===== src/rtl/sig_pkg.sv =====
package sig_pkg;

    typedef enum logic [1:0] {
        ACT_PASS  = 2'd0,
        ACT_FAULT = 2'd1,
        ACT_HOLD  = 2'd2
    } gate_act_e;

    typedef struct packed {
        logic store;
        logic vol;
        logic flt;
    } req_flags_t;

endpackage


===== src/rtl/sig_classify.sv =====
module sig_classify
    import sig_pkg::*;
#(
    parameter int unsigned ADDR_W    = 32,
    parameter int unsigned PAGE_BITS = 12
) (
    input  logic              spec,
    input  logic              store,
    input  logic              uncached,
    input  logic              xlate_hit,
    input  logic [ADDR_W-1:0] addr,
    input  logic              vol_pending,
    output gate_act_e         act,
    output req_flags_t        flags
);

    logic page_zero;

    always_comb begin
        page_zero   = (addr[ADDR_W-1:PAGE_BITS] == '0);
        flags.store = store;
        flags.flt   = !store && (!xlate_hit || page_zero);
        flags.vol   = uncached && !flags.flt;
        if (spec) begin
            act = (store || uncached || flags.flt) ? ACT_HOLD : ACT_PASS;
        end else if (flags.flt) begin
            act = ACT_FAULT;
        end else if (flags.vol && vol_pending) begin
            act = ACT_HOLD;
        end else begin
            act = ACT_PASS;
        end
    end

endmodule


===== src/rtl/sig_oldest_pick.sv =====
module sig_oldest_pick #(
    parameter int unsigned N     = 8,
    parameter int unsigned SEQ_W = 8,
    parameter int unsigned IDX_W = 3
) (
    input  logic [N-1:0]            elig,
    input  logic [N-1:0][SEQ_W-1:0] seq,
    output logic                    found,
    output logic [IDX_W-1:0]        idx,
    output logic [N-1:0]            onehot
);

    function automatic logic older(input logic [SEQ_W-1:0] a, input logic [SEQ_W-1:0] b);
        logic [SEQ_W-1:0] diff;
        diff = a - b;
        return diff[SEQ_W-1];
    endfunction

    always_comb begin
        found  = 1'b0;
        idx    = '0;
        for (int i = 0; i < N; i++) begin
            if (elig[i] && (!found || older(seq[i], seq[idx]))) begin
                found = 1'b1;
                idx   = IDX_W'(i);
            end
        end
        onehot = '0;
        if (found) onehot[idx] = 1'b1;
    end

endmodule


===== src/rtl/sig_hold_queue.sv =====
module sig_hold_queue
    import sig_pkg::*;
#(
    parameter int unsigned DEPTH  = 8,
    parameter int unsigned TAG_W  = 3,
    parameter int unsigned ADDR_W = 32,
    parameter int unsigned SEQ_W  = 8
) (
    input  logic              clk,
    input  logic              rst_n,
    input  logic              push,
    input  logic              push_conf,
    input  req_flags_t        push_flags,
    input  logic [TAG_W-1:0]  push_tag,
    input  logic [ADDR_W-1:0] push_addr,
    input  logic [SEQ_W-1:0]  push_seq,
    input  logic              res_valid,
    input  logic              res_squash,
    input  logic [TAG_W-1:0]  res_tag,
    input  logic              mem_busy,
    input  logic              flt_busy,
    output logic              full,
    output logic              vol_pending,
    output logic              rel_mem,
    output logic              rel_flt,
    output logic              rel_store,
    output logic [ADDR_W-1:0] rel_addr,
    output logic [SEQ_W-1:0]  rel_seq
);

    localparam int unsigned IDX_W = (DEPTH > 1) ? $clog2(DEPTH) : 1;

    typedef struct packed {
        logic [DEPTH-1:0]             vld;
        logic [DEPTH-1:0]             conf;
        logic [DEPTH-1:0]             st;
        logic [DEPTH-1:0]             vol;
        logic [DEPTH-1:0]             flt;
        logic [DEPTH-1:0][TAG_W-1:0]  tag;
        logic [DEPTH-1:0][ADDR_W-1:0] addr;
        logic [DEPTH-1:0][SEQ_W-1:0]  seq;
    } hq_state_t;

    hq_state_t          q, d;
    logic [DEPTH-1:0]   vol_block, elig, rel_onehot;
    logic               found, free_found, tag_hit;
    logic [IDX_W-1:0]   sel, free_idx;

    function automatic logic older(input logic [SEQ_W-1:0] a, input logic [SEQ_W-1:0] b);
        logic [SEQ_W-1:0] diff;
        diff = a - b;
        return diff[SEQ_W-1];
    endfunction

    always_comb begin
        for (int i = 0; i < DEPTH; i++) begin
            vol_block[i] = 1'b0;
            for (int j = 0; j < DEPTH; j++) begin
                if (q.vld[j] && q.vol[j] && older(q.seq[j], q.seq[i])) vol_block[i] = 1'b1;
            end
            elig[i] = q.vld[i] && q.conf[i] && !(q.vol[i] && vol_block[i])
                      && (q.flt[i] ? !flt_busy : !mem_busy);
        end
    end

    sig_oldest_pick #(.N(DEPTH), .SEQ_W(SEQ_W), .IDX_W(IDX_W)) u_pick (
        .elig   (elig),
        .seq    (q.seq),
        .found  (found),
        .idx    (sel),
        .onehot (rel_onehot)
    );

    always_comb begin
        free_found = 1'b0;
        free_idx   = '0;
        for (int i = 0; i < DEPTH; i++) begin
            if (!q.vld[i] && !free_found) begin
                free_found = 1'b1;
                free_idx   = IDX_W'(i);
            end
        end
    end

    always_comb begin
        d       = q;
        tag_hit = res_valid && (res_tag == push_tag);
        if (found) d.vld[sel] = 1'b0;
        if (res_valid) begin
            for (int i = 0; i < DEPTH; i++) begin
                if (q.vld[i] && !q.conf[i] && q.tag[i] == res_tag) begin
                    if (res_squash) d.vld[i]  = 1'b0;
                    else            d.conf[i] = 1'b1;
                end
            end
        end
        if (push && free_found && !(tag_hit && res_squash && !push_conf)) begin
            d.vld[free_idx]  = 1'b1;
            d.conf[free_idx] = push_conf || (tag_hit && !res_squash);
            d.st[free_idx]   = push_flags.store;
            d.vol[free_idx]  = push_flags.vol;
            d.flt[free_idx]  = push_flags.flt;
            d.tag[free_idx]  = push_tag;
            d.addr[free_idx] = push_addr;
            d.seq[free_idx]  = push_seq;
        end
    end

    always_ff @(posedge clk) begin
        if (!rst_n) q <= '0;
        else        q <= d;
    end

    assign full        = &q.vld;
    assign vol_pending = |(q.vld & q.vol);
    assign rel_mem     = found && !q.flt[sel];
    assign rel_flt     = found && q.flt[sel];
    assign rel_store   = q.st[sel];
    assign rel_addr    = q.addr[sel];
    assign rel_seq     = q.seq[sel];

    // checker state for the ordering and squash properties
    logic             chk_has_last_q, chk_sq_q;
    logic [SEQ_W-1:0] chk_last_seq_q;
    logic [TAG_W-1:0] chk_sq_tag_q;
    logic [DEPTH-1:0] stale;

    always_ff @(posedge clk) begin
        if (!rst_n) begin
            chk_has_last_q <= 1'b0;
            chk_last_seq_q <= '0;
            chk_sq_q       <= 1'b0;
            chk_sq_tag_q   <= '0;
        end else begin
            if (found && q.vol[sel]) begin
                chk_has_last_q <= 1'b1;
                chk_last_seq_q <= q.seq[sel];
            end
            chk_sq_q     <= res_valid && res_squash;
            chk_sq_tag_q <= res_tag;
        end
    end

    always_comb begin
        for (int i = 0; i < DEPTH; i++)
            stale[i] = q.vld[i] && !q.conf[i] && (q.tag[i] == chk_sq_tag_q);
    end

    AST_NO_OVERFLOW: assert property (@(posedge clk) disable iff (!rst_n)
        push |-> free_found);
    AST_ONE_RELEASE: assert property (@(posedge clk) disable iff (!rst_n)
        $onehot0(rel_onehot));
    AST_VOL_ORDER: assert property (@(posedge clk) disable iff (!rst_n)
        (found && q.vol[sel] && chk_has_last_q) |-> older(chk_last_seq_q, q.seq[sel]));
    AST_SQUASH_CLEAN: assert property (@(posedge clk) disable iff (!rst_n)
        chk_sq_q |-> (stale == '0));

endmodule


===== src/rtl/spec_issue_gate.sv =====
module spec_issue_gate
    import sig_pkg::*;
#(
    parameter int unsigned DEPTH     = 8,
    parameter int unsigned TAG_W     = 3,
    parameter int unsigned ADDR_W    = 32,
    parameter int unsigned SEQ_W     = 8,
    parameter int unsigned PAGE_BITS = 12
) (
    input  logic              clk,
    input  logic              rst_n,
    input  logic              req_valid,
    output logic              req_ready,
    input  logic              req_spec,
    input  logic [TAG_W-1:0]  req_tag,
    input  logic              req_store,
    input  logic [ADDR_W-1:0] req_addr,
    input  logic              req_uncached,
    input  logic              req_xlate_hit,
    input  logic [SEQ_W-1:0]  req_seq,
    input  logic              res_valid,
    input  logic              res_squash,
    input  logic [TAG_W-1:0]  res_tag,
    output logic              mem_valid,
    output logic              mem_store,
    output logic [ADDR_W-1:0] mem_addr,
    output logic [SEQ_W-1:0]  mem_seq,
    output logic              flt_valid,
    output logic [SEQ_W-1:0]  flt_seq
);

    gate_act_e         act;
    req_flags_t        flags;
    logic              accept, pass_mem, pass_flt, push;
    logic              full, vol_pending;
    logic              rel_mem, rel_flt, rel_store;
    logic [ADDR_W-1:0] rel_addr;
    logic [SEQ_W-1:0]  rel_seq;

    sig_classify #(.ADDR_W(ADDR_W), .PAGE_BITS(PAGE_BITS)) u_class (
        .spec        (req_spec),
        .store       (req_store),
        .uncached    (req_uncached),
        .xlate_hit   (req_xlate_hit),
        .addr        (req_addr),
        .vol_pending (vol_pending),
        .act         (act),
        .flags       (flags)
    );

    always_comb begin
        req_ready = !full;
        accept    = req_valid && req_ready;
        pass_mem  = accept && (act == ACT_PASS);
        pass_flt  = accept && (act == ACT_FAULT);
        push      = accept && (act == ACT_HOLD);
    end

    sig_hold_queue #(.DEPTH(DEPTH), .TAG_W(TAG_W), .ADDR_W(ADDR_W), .SEQ_W(SEQ_W)) u_queue (
        .clk         (clk),
        .rst_n       (rst_n),
        .push        (push),
        .push_conf   (!req_spec),
        .push_flags  (flags),
        .push_tag    (req_tag),
        .push_addr   (req_addr),
        .push_seq    (req_seq),
        .res_valid   (res_valid),
        .res_squash  (res_squash),
        .res_tag     (res_tag),
        .mem_busy    (pass_mem),
        .flt_busy    (pass_flt),
        .full        (full),
        .vol_pending (vol_pending),
        .rel_mem     (rel_mem),
        .rel_flt     (rel_flt),
        .rel_store   (rel_store),
        .rel_addr    (rel_addr),
        .rel_seq     (rel_seq)
    );

    always_comb begin
        mem_valid = pass_mem || rel_mem;
        mem_store = pass_mem ? req_store : rel_store;
        mem_addr  = pass_mem ? req_addr  : rel_addr;
        mem_seq   = pass_mem ? req_seq   : rel_seq;
        flt_valid = pass_flt || rel_flt;
        flt_seq   = pass_flt ? req_seq   : rel_seq;
    end

    AST_NO_SPEC_STORE: assert property (@(posedge clk) disable iff (!rst_n)
        (pass_mem && req_spec) |-> !req_store);
    AST_NO_SPEC_UNCACHED: assert property (@(posedge clk) disable iff (!rst_n)
        (pass_mem && req_spec) |-> !req_uncached);
    AST_PORT_PRIORITY: assert property (@(posedge clk) disable iff (!rst_n)
        !(pass_mem && rel_mem) && !(pass_flt && rel_flt));

endmodule


===== config.mk =====
export PLATFORM = sky130hd
export DESIGN_NAME = spec_issue_gate
export DESIGN_NICKNAME = d
export VERILOG_FILES = /design/src/rtl/sig_pkg.sv /design/src/rtl/sig_classify.sv /design/src/rtl/sig_oldest_pick.sv /design/src/rtl/sig_hold_queue.sv /design/src/rtl/spec_issue_gate.sv
export SDC_FILE = /design/constraint.sdc
export NUM_CORES = 2
export LEC_CHECK = 0
export BUFFER_PORTS_ARGS = -buffer_cell sky130_fd_sc_hd__buf_2
export CORE_UTILIZATION = 38
export DETAILED_ROUTE_END_ITERATION = 6
export SLEW_MARGIN = 40
export SYNTH_ARGS = -nofsm -noshare
export SYNTH_HDL_FRONTEND = slang
export SYNTH_SLANG_ARGS = --single-unit

===== constraint.sdc =====
create_clock -name clk -period 18.5 [get_ports clk]
set_input_delay 0 -clock clk [delete_from_list [all_inputs] [get_ports clk]]
set_output_delay 0 -clock clk [all_outputs]
set_load 0.1 [all_outputs]

### After elaboration in Yosys (flattened, before gate mapping)

Cells that the tools add are included.

| storage, ports and cells | value |
|---|---|
| bits in registers | 384 |
| latch bits | 0 |
| bits in writable memories | 0 |
| bits in read-only memories | 0 |
| input bits | 55 |
| output and inout bits | 52 |
| word-level logic and storage cells | 520 |
| memories | 0 |

| operators by class | value |
|---|---|
| add/subtract/negate cells | 70 |
| multipliers | 0 |
| div/mod/pow operators | 0 |
| magnitude comparators | 10 |
| eq/ne operators | 11 |
| shift-type cells | 0 |
| muxes and demuxes | 182 |
| bitwise gates (word level) | 4 |
| reductions and logical operators | 214 |

Operators by type and width:

| cell | number |
|---|---|
| $sub 8x8->8 | 70 |
| $mux 384 | 1 |
| $bwmux 256 | 1 |
| $bmux 8 s3 | 7 |
| $logic_and 1x1->1 | 151 |
| $mux 1 | 127 |
| $bmux 32 s3 | 1 |
| $demux 32 s3 | 1 |
| $mux 32 | 3 |
| $mux 8 | 11 |
| $bwmux 64 | 1 |
| $logic_not 1->1 | 46 |
| $bwmux 8 | 4 |
| $mux 3 | 10 |
| $lt 3x4->1 const B | 7 |
| $eq 3x3->1 | 9 |
| $bwmux 24 | 1 |
| $demux 8 s3 | 1 |
| $logic_not 20->1 | 1 |
| $and 8x8->8 | 2 |
| $mux 16 | 1 |
| $mux 2 | 7 |
| $logic_or 1x1->1 | 13 |
| $demux 3 s3 | 1 |
| 11 further kinds | 14 |

### Longest topological paths before layout

| depth | value |
|---|---|
| word-level depth | 67 |
| depth in mapped cells | 100 |
| depth with buffers taken out | 89 |

### By module

A second synthesis with hierarchy kept.

| unflattened totals | value |
|---|---|
| cell total of the unflattened synthesis | 3643 |
| area total of the unflattened synthesis | 29868.6 sq um |

By module, submodules not included:

| module | times used | cells an instance | area each (sq um) | sequential area each (sq um) |
|---|---|---|---|---|
| sig_hold_queue | 1 | 3018 | 25411.9 | 7687.4 |
| sig_oldest_pick | 1 | 545 | 3668.5 | 0.0 |
| spec_issue_gate | 1 | 61 | 665.6 | 0.0 |
| sig_classify | 1 | 19 | 122.6 | 0.0 |

### Least setup slack after synthesis

OpenSTA, ideal clock, no wires.

| timing | value |
|---|---|
| path type | register to output |
| from | register u_queue.q[379] (netlist name) |
| to | output flt_valid |
| arrival | 22.256 ns |
| data required time | 18.500 ns |
| path slack | -3.756 ns |
| stages on the path, launching flop included | 89 |
| path buffers | 13 |
| cell sequence | dfxtp_1 > buf_2 > nand4_1 > nor2_1 > nand3_1 > o311a_1 > nor3b_2 > a211oi_2 > buf_4 > nand2_1 > a21boi_0 > ha_1 > a21o_1 > a21oi_1 > nor2b_1 > nor3_1 > nand3_1 > a211o_1 > [... 53 more ...] > buf_2 > nor2_1 > clkbuf_1 > clkbuf_1 > nand2_1 > a311oi_1 > a21oi_1 > ha_1 > o21ai_0 > a21oi_1 > inv_1 > o31ai_1 > a21oi_1 > xnor2_2 > o21ai_4 > mux2i_1 > a31o_1 > o41ai_1 |

| between the ends | value |
|---|---|
| elaborated cells between the ends (all ways) | 163 |
| classes of those cells | add/sub: 6; eq/ne: 1; mux: 80; bitwise: 1; reduce/logical: 75 |

RTL lines:

| what | line | source |
|---|---|---|
| start: declaration | sig_hold_queue.sv:44 | `hq_state_t q, d;` |
| start signal: assignment | sig_hold_queue.sv:110 | `if (!rst_n) q <= '0;` |
| start signal: assignment | sig_hold_queue.sv:111 | `else q <= d;` |
| $reduce_and 8->1 (*) | sig_hold_queue.sv:114 | `assign full = &q.vld;` |
| $logic_not 1->1 (*) | spec_issue_gate.sv:52 | `req_ready = !full;` |
| via req_ready | spec_issue_gate.sv:13 | `output logic req_ready,` |
| $logic_and 1x1->1 (*) | spec_issue_gate.sv:53 | `accept = req_valid && req_ready;` |
| $logic_and 1x1->1 (on tied branches) | spec_issue_gate.sv:54, spec_issue_gate.sv:55 |  |
| $logic_not 1->1 | sig_hold_queue.sv:62 | `&& (q.flt[i] ? !flt_busy : !mem_busy);` |
| $mux 1 | sig_hold_queue.sv:62 |  |
| $logic_and 1x1->1 | sig_hold_queue.sv:62 |  |
| [... 37 more ...] | n/a |  |
| $sub 8x8->8 | sig_oldest_pick.sv:15 | `diff = a - b;` |
| $logic_or 1x1->1 | sig_oldest_pick.sv:23 | `if (elig[i] && (!found \|\| older(seq[i], seq[idx]))) begin` |
| $logic_and 1x1->1 | sig_oldest_pick.sv:23 |  |
| $mux 3 | sig_oldest_pick.sv:23 |  |
| $bmux 1 s3 | sig_hold_queue.sv:117 | `assign rel_flt = found && q.flt[sel];` |
| $mux 1 (not written as such) | sig_hold_queue.sv:117 |  |
| $logic_and 1x1->1 | sig_hold_queue.sv:117 |  |
| $logic_or 1x1->1 (*) | spec_issue_gate.sv:87 | `flt_valid = pass_flt \|\| rel_flt;` |
| end: declaration | spec_issue_gate.sv:28 | `output logic flt_valid,` |

The timed path passes the listed nets; every way through them passes the cells marked *. The select of a mux whose other input is x is not followed.

==> run metrics <==
GRT Util Overall=0.309; CP Capture Type=output port; Multi-input gate area=22400 sq um; vias in the first global route=29200; CP Capture Point=mem_addr[29]; Mapped Cells=4041; worst r2r path cells=87; Mapped Nets=4468; Clk Latency, worst-skew pair=0.64 ns; FF+latch area=7700 sq um; Crit path required time=18.50 ns; placed inst area=33900 sq um; clock sinks=384; first-pass GRT wire length=192 mm; Crit-path slowest cell=o31a_1; worst-case hold slack=0.0584 ns; GRT overflow=0; Vias=31000; CTS tree=yes; largest net degree at the start of global routing=116; GPL Wtd Cong=1.00; commonest non-fill, non-tap cell in the layout=nand2_1; Worst-path clk slew=0.07 ns; post-synthesis register bit count=384; area delta synth->final=21.0%; share of cells above drive strength 1=0.153; final period utilization=0.959; CP Data Arrival Time=17.74 ns; Leak=13.9 nW; TNS Setup=0 ns; Async S/R FF share, synth=0; FF-to-FF setup slack=1.34 ns; synth unique cells=95; Least-Margin Pin Slew=0.918 ns; startpoint types=flip-flop; class of the worst hold path=input port to flip-flop; Rel. slew slack=0.380; crit path time final=17.74 ns; core area=79400 sq um; DR WL/cell=24.8 microns; initial antenna violation count=1; Vias/cell=5.88; Root Buffer Master=clkbuf_16; R2R Path End=u_queue.q[383]; Mean Syn Cell Area=7.58 sq um; Final Hold Fails=0; Die W=286 microns; VDD IR max=0.0000781 V; Worst Clk Skew=0.0231 ns; Seq/Total Area, Yosys=0.251; Peak Freq=0.0564 GHz; I/O pins=107; mapped cell area=30600 sq um; clk buf depth=3; EDFF count, synth=0; # DRC=0; DRT iter0 DRCs=2991; Worst path max stage delay=0.41 ns; Max-Cap Viols=0; total die area=81700 sq um; DIE HEIGHT=286 microns; NumNets Final=4618; Max Slew Vio Count=0; Initial Utilization=0.386; routed wire length=131 mm; # rows=103; Final HPWL DP=89.8 mm; antenna cells=0; IO buf count=106; Power Dens Cells=60.5 nW/um^2; Ys Warns=0; WS Path Type=flip-flop to output port; H-tree levels=2; Final ANT Viol Nets=0; final setup fails=0; Num CTS Buffers=48; most frequent cells in the layout=1021 x nand2_1, 387 x a21boi_0, 374 x dfxtp_1, 369 x ha_1, 206 x a21oi_1; crit-path max FO=14; status=finished, final reports clean; final-layout fill cell count=7913; crit-path most repeated cell=ha_1; First-pass DRT Iterations=5; ys flop type=dfxtp_1; post-route cell area=37000 sq um
[critical path: cells and delay by family (launching register included)]
kind | cells | cell delay [ns]
AO/OA/AOI/OAI | 35 | 7.56
XOR/XNOR | 1 | 0.30
adder cells (fa/ha/maj) | 7 | 2.01
buffers and inverters | 15 | 2.22
flip-flops | 1 | 0.35
multiplexers | 3 | 0.91
AND/OR/NAND/NOR | 27 | 3.75
[how the worst min path moves through the flow]
stage / start / endpoint / slack, ns / depth (start not counted)
detailed placement: req_addr[1] / flip-flop / 0.35 / 3
floorplan: res_squash / u_queue.q[383] / 0.23 / 2
CTS: res_squash / u_queue.q[372] / 0.03 / 4
finish: res_squash / u_queue.q[372] / 0.06 / 4
global placement: req_addr[1] / flip-flop / 0.34 / 3
global route: res_squash / u_queue.q[372] / 0.1 / 4
[through the flow]
| step | total power, W | setup WS [ns] | std cells | utilization |
|---|---|---|---|---|
| 2_1_floorplan | 0.00108 | 0.0497 | 4041 | - |
| 3_3_place_gp | 0.00119 | 0.323 | 5101 | 0.427 |
| 3_5_place_dp | 0.00120 | -0.0169 | 5101 | 0.428 |
| 4_1_cts | 0.00223 | 0.00766 | 5249 | 0.459 |
| 5_1_grt | 0.00230 | -0.119 | 5280 | 0.467 |
| 6_report | 0.00224 | 0.757 | 5280 | 0.467 |
[final cells by class]
type,instances,share of cell area
timing repair buffer,380,0.0981
multi-input combinational,3296,0.603
inverter,81,0.00861
sequential,384,0.208
clock inverter,18,0.00794
tap,1050,0.0355
clock buffer,71,0.0385
[repair_timing]
item	CTS	global route
setup endpoints to repair	51	59
gates cloned	1	0
hold buffers	49	0
gates resized for setup	35	79
buffers inserted	9	30
pin swaps	4	34
hold endpoints to repair	365	0
[synth_stat cells (all sizes together) (27+ instances only)]
library cell	count	area, sq um
nand2	1027	3850
a21boi	392	2940
dfxtp	384	7690
ha	372	4650
a21oi	234	1170
nor2	188	711
clkbuf	182	686
o21ai	122	622
a21o	106	796
buf	98	454
inv	80	300
nand2b	76	475
xor2	55	531
nor3	52	272
mux2i	50	500
nor2b	43	269
xnor2	39	357
a31oi	38	244
mux2	38	428
a211oi	33	253
nand3	27	153
[report_power, final]
part	internal (W)	switching [W]	total, W
Clock	0.000610	0.000427	0.00104
Combinational	0.000133	0.000232	0.000365
Sequential	0.000834	0.00000549	0.000839
[per-layer routing]
metal  up-vias  part of all wire  track usage
met1     14800              0.41        0.397
met3       394             0.080       0.0474
met2      1471              0.45        0.496
met4         2             0.060        0.168
met5         -          0.000099            0
li1      14400                 -            -
[cells by family after synthesis]
group / after synthesis / share of synthesized area
buffers and inverters: 361 / 0.0472
DFF: 384 / 0.251
muxes: 89 / 0.0311
and+or+nand+nor: 1559 / 0.220
AOI/OAI and AO/OA: 1182 / 0.270
adders and majority gates: 372 / 0.152
xor gates and xnor gates: 94 / 0.0290
(Power assumes the default switching activity.)
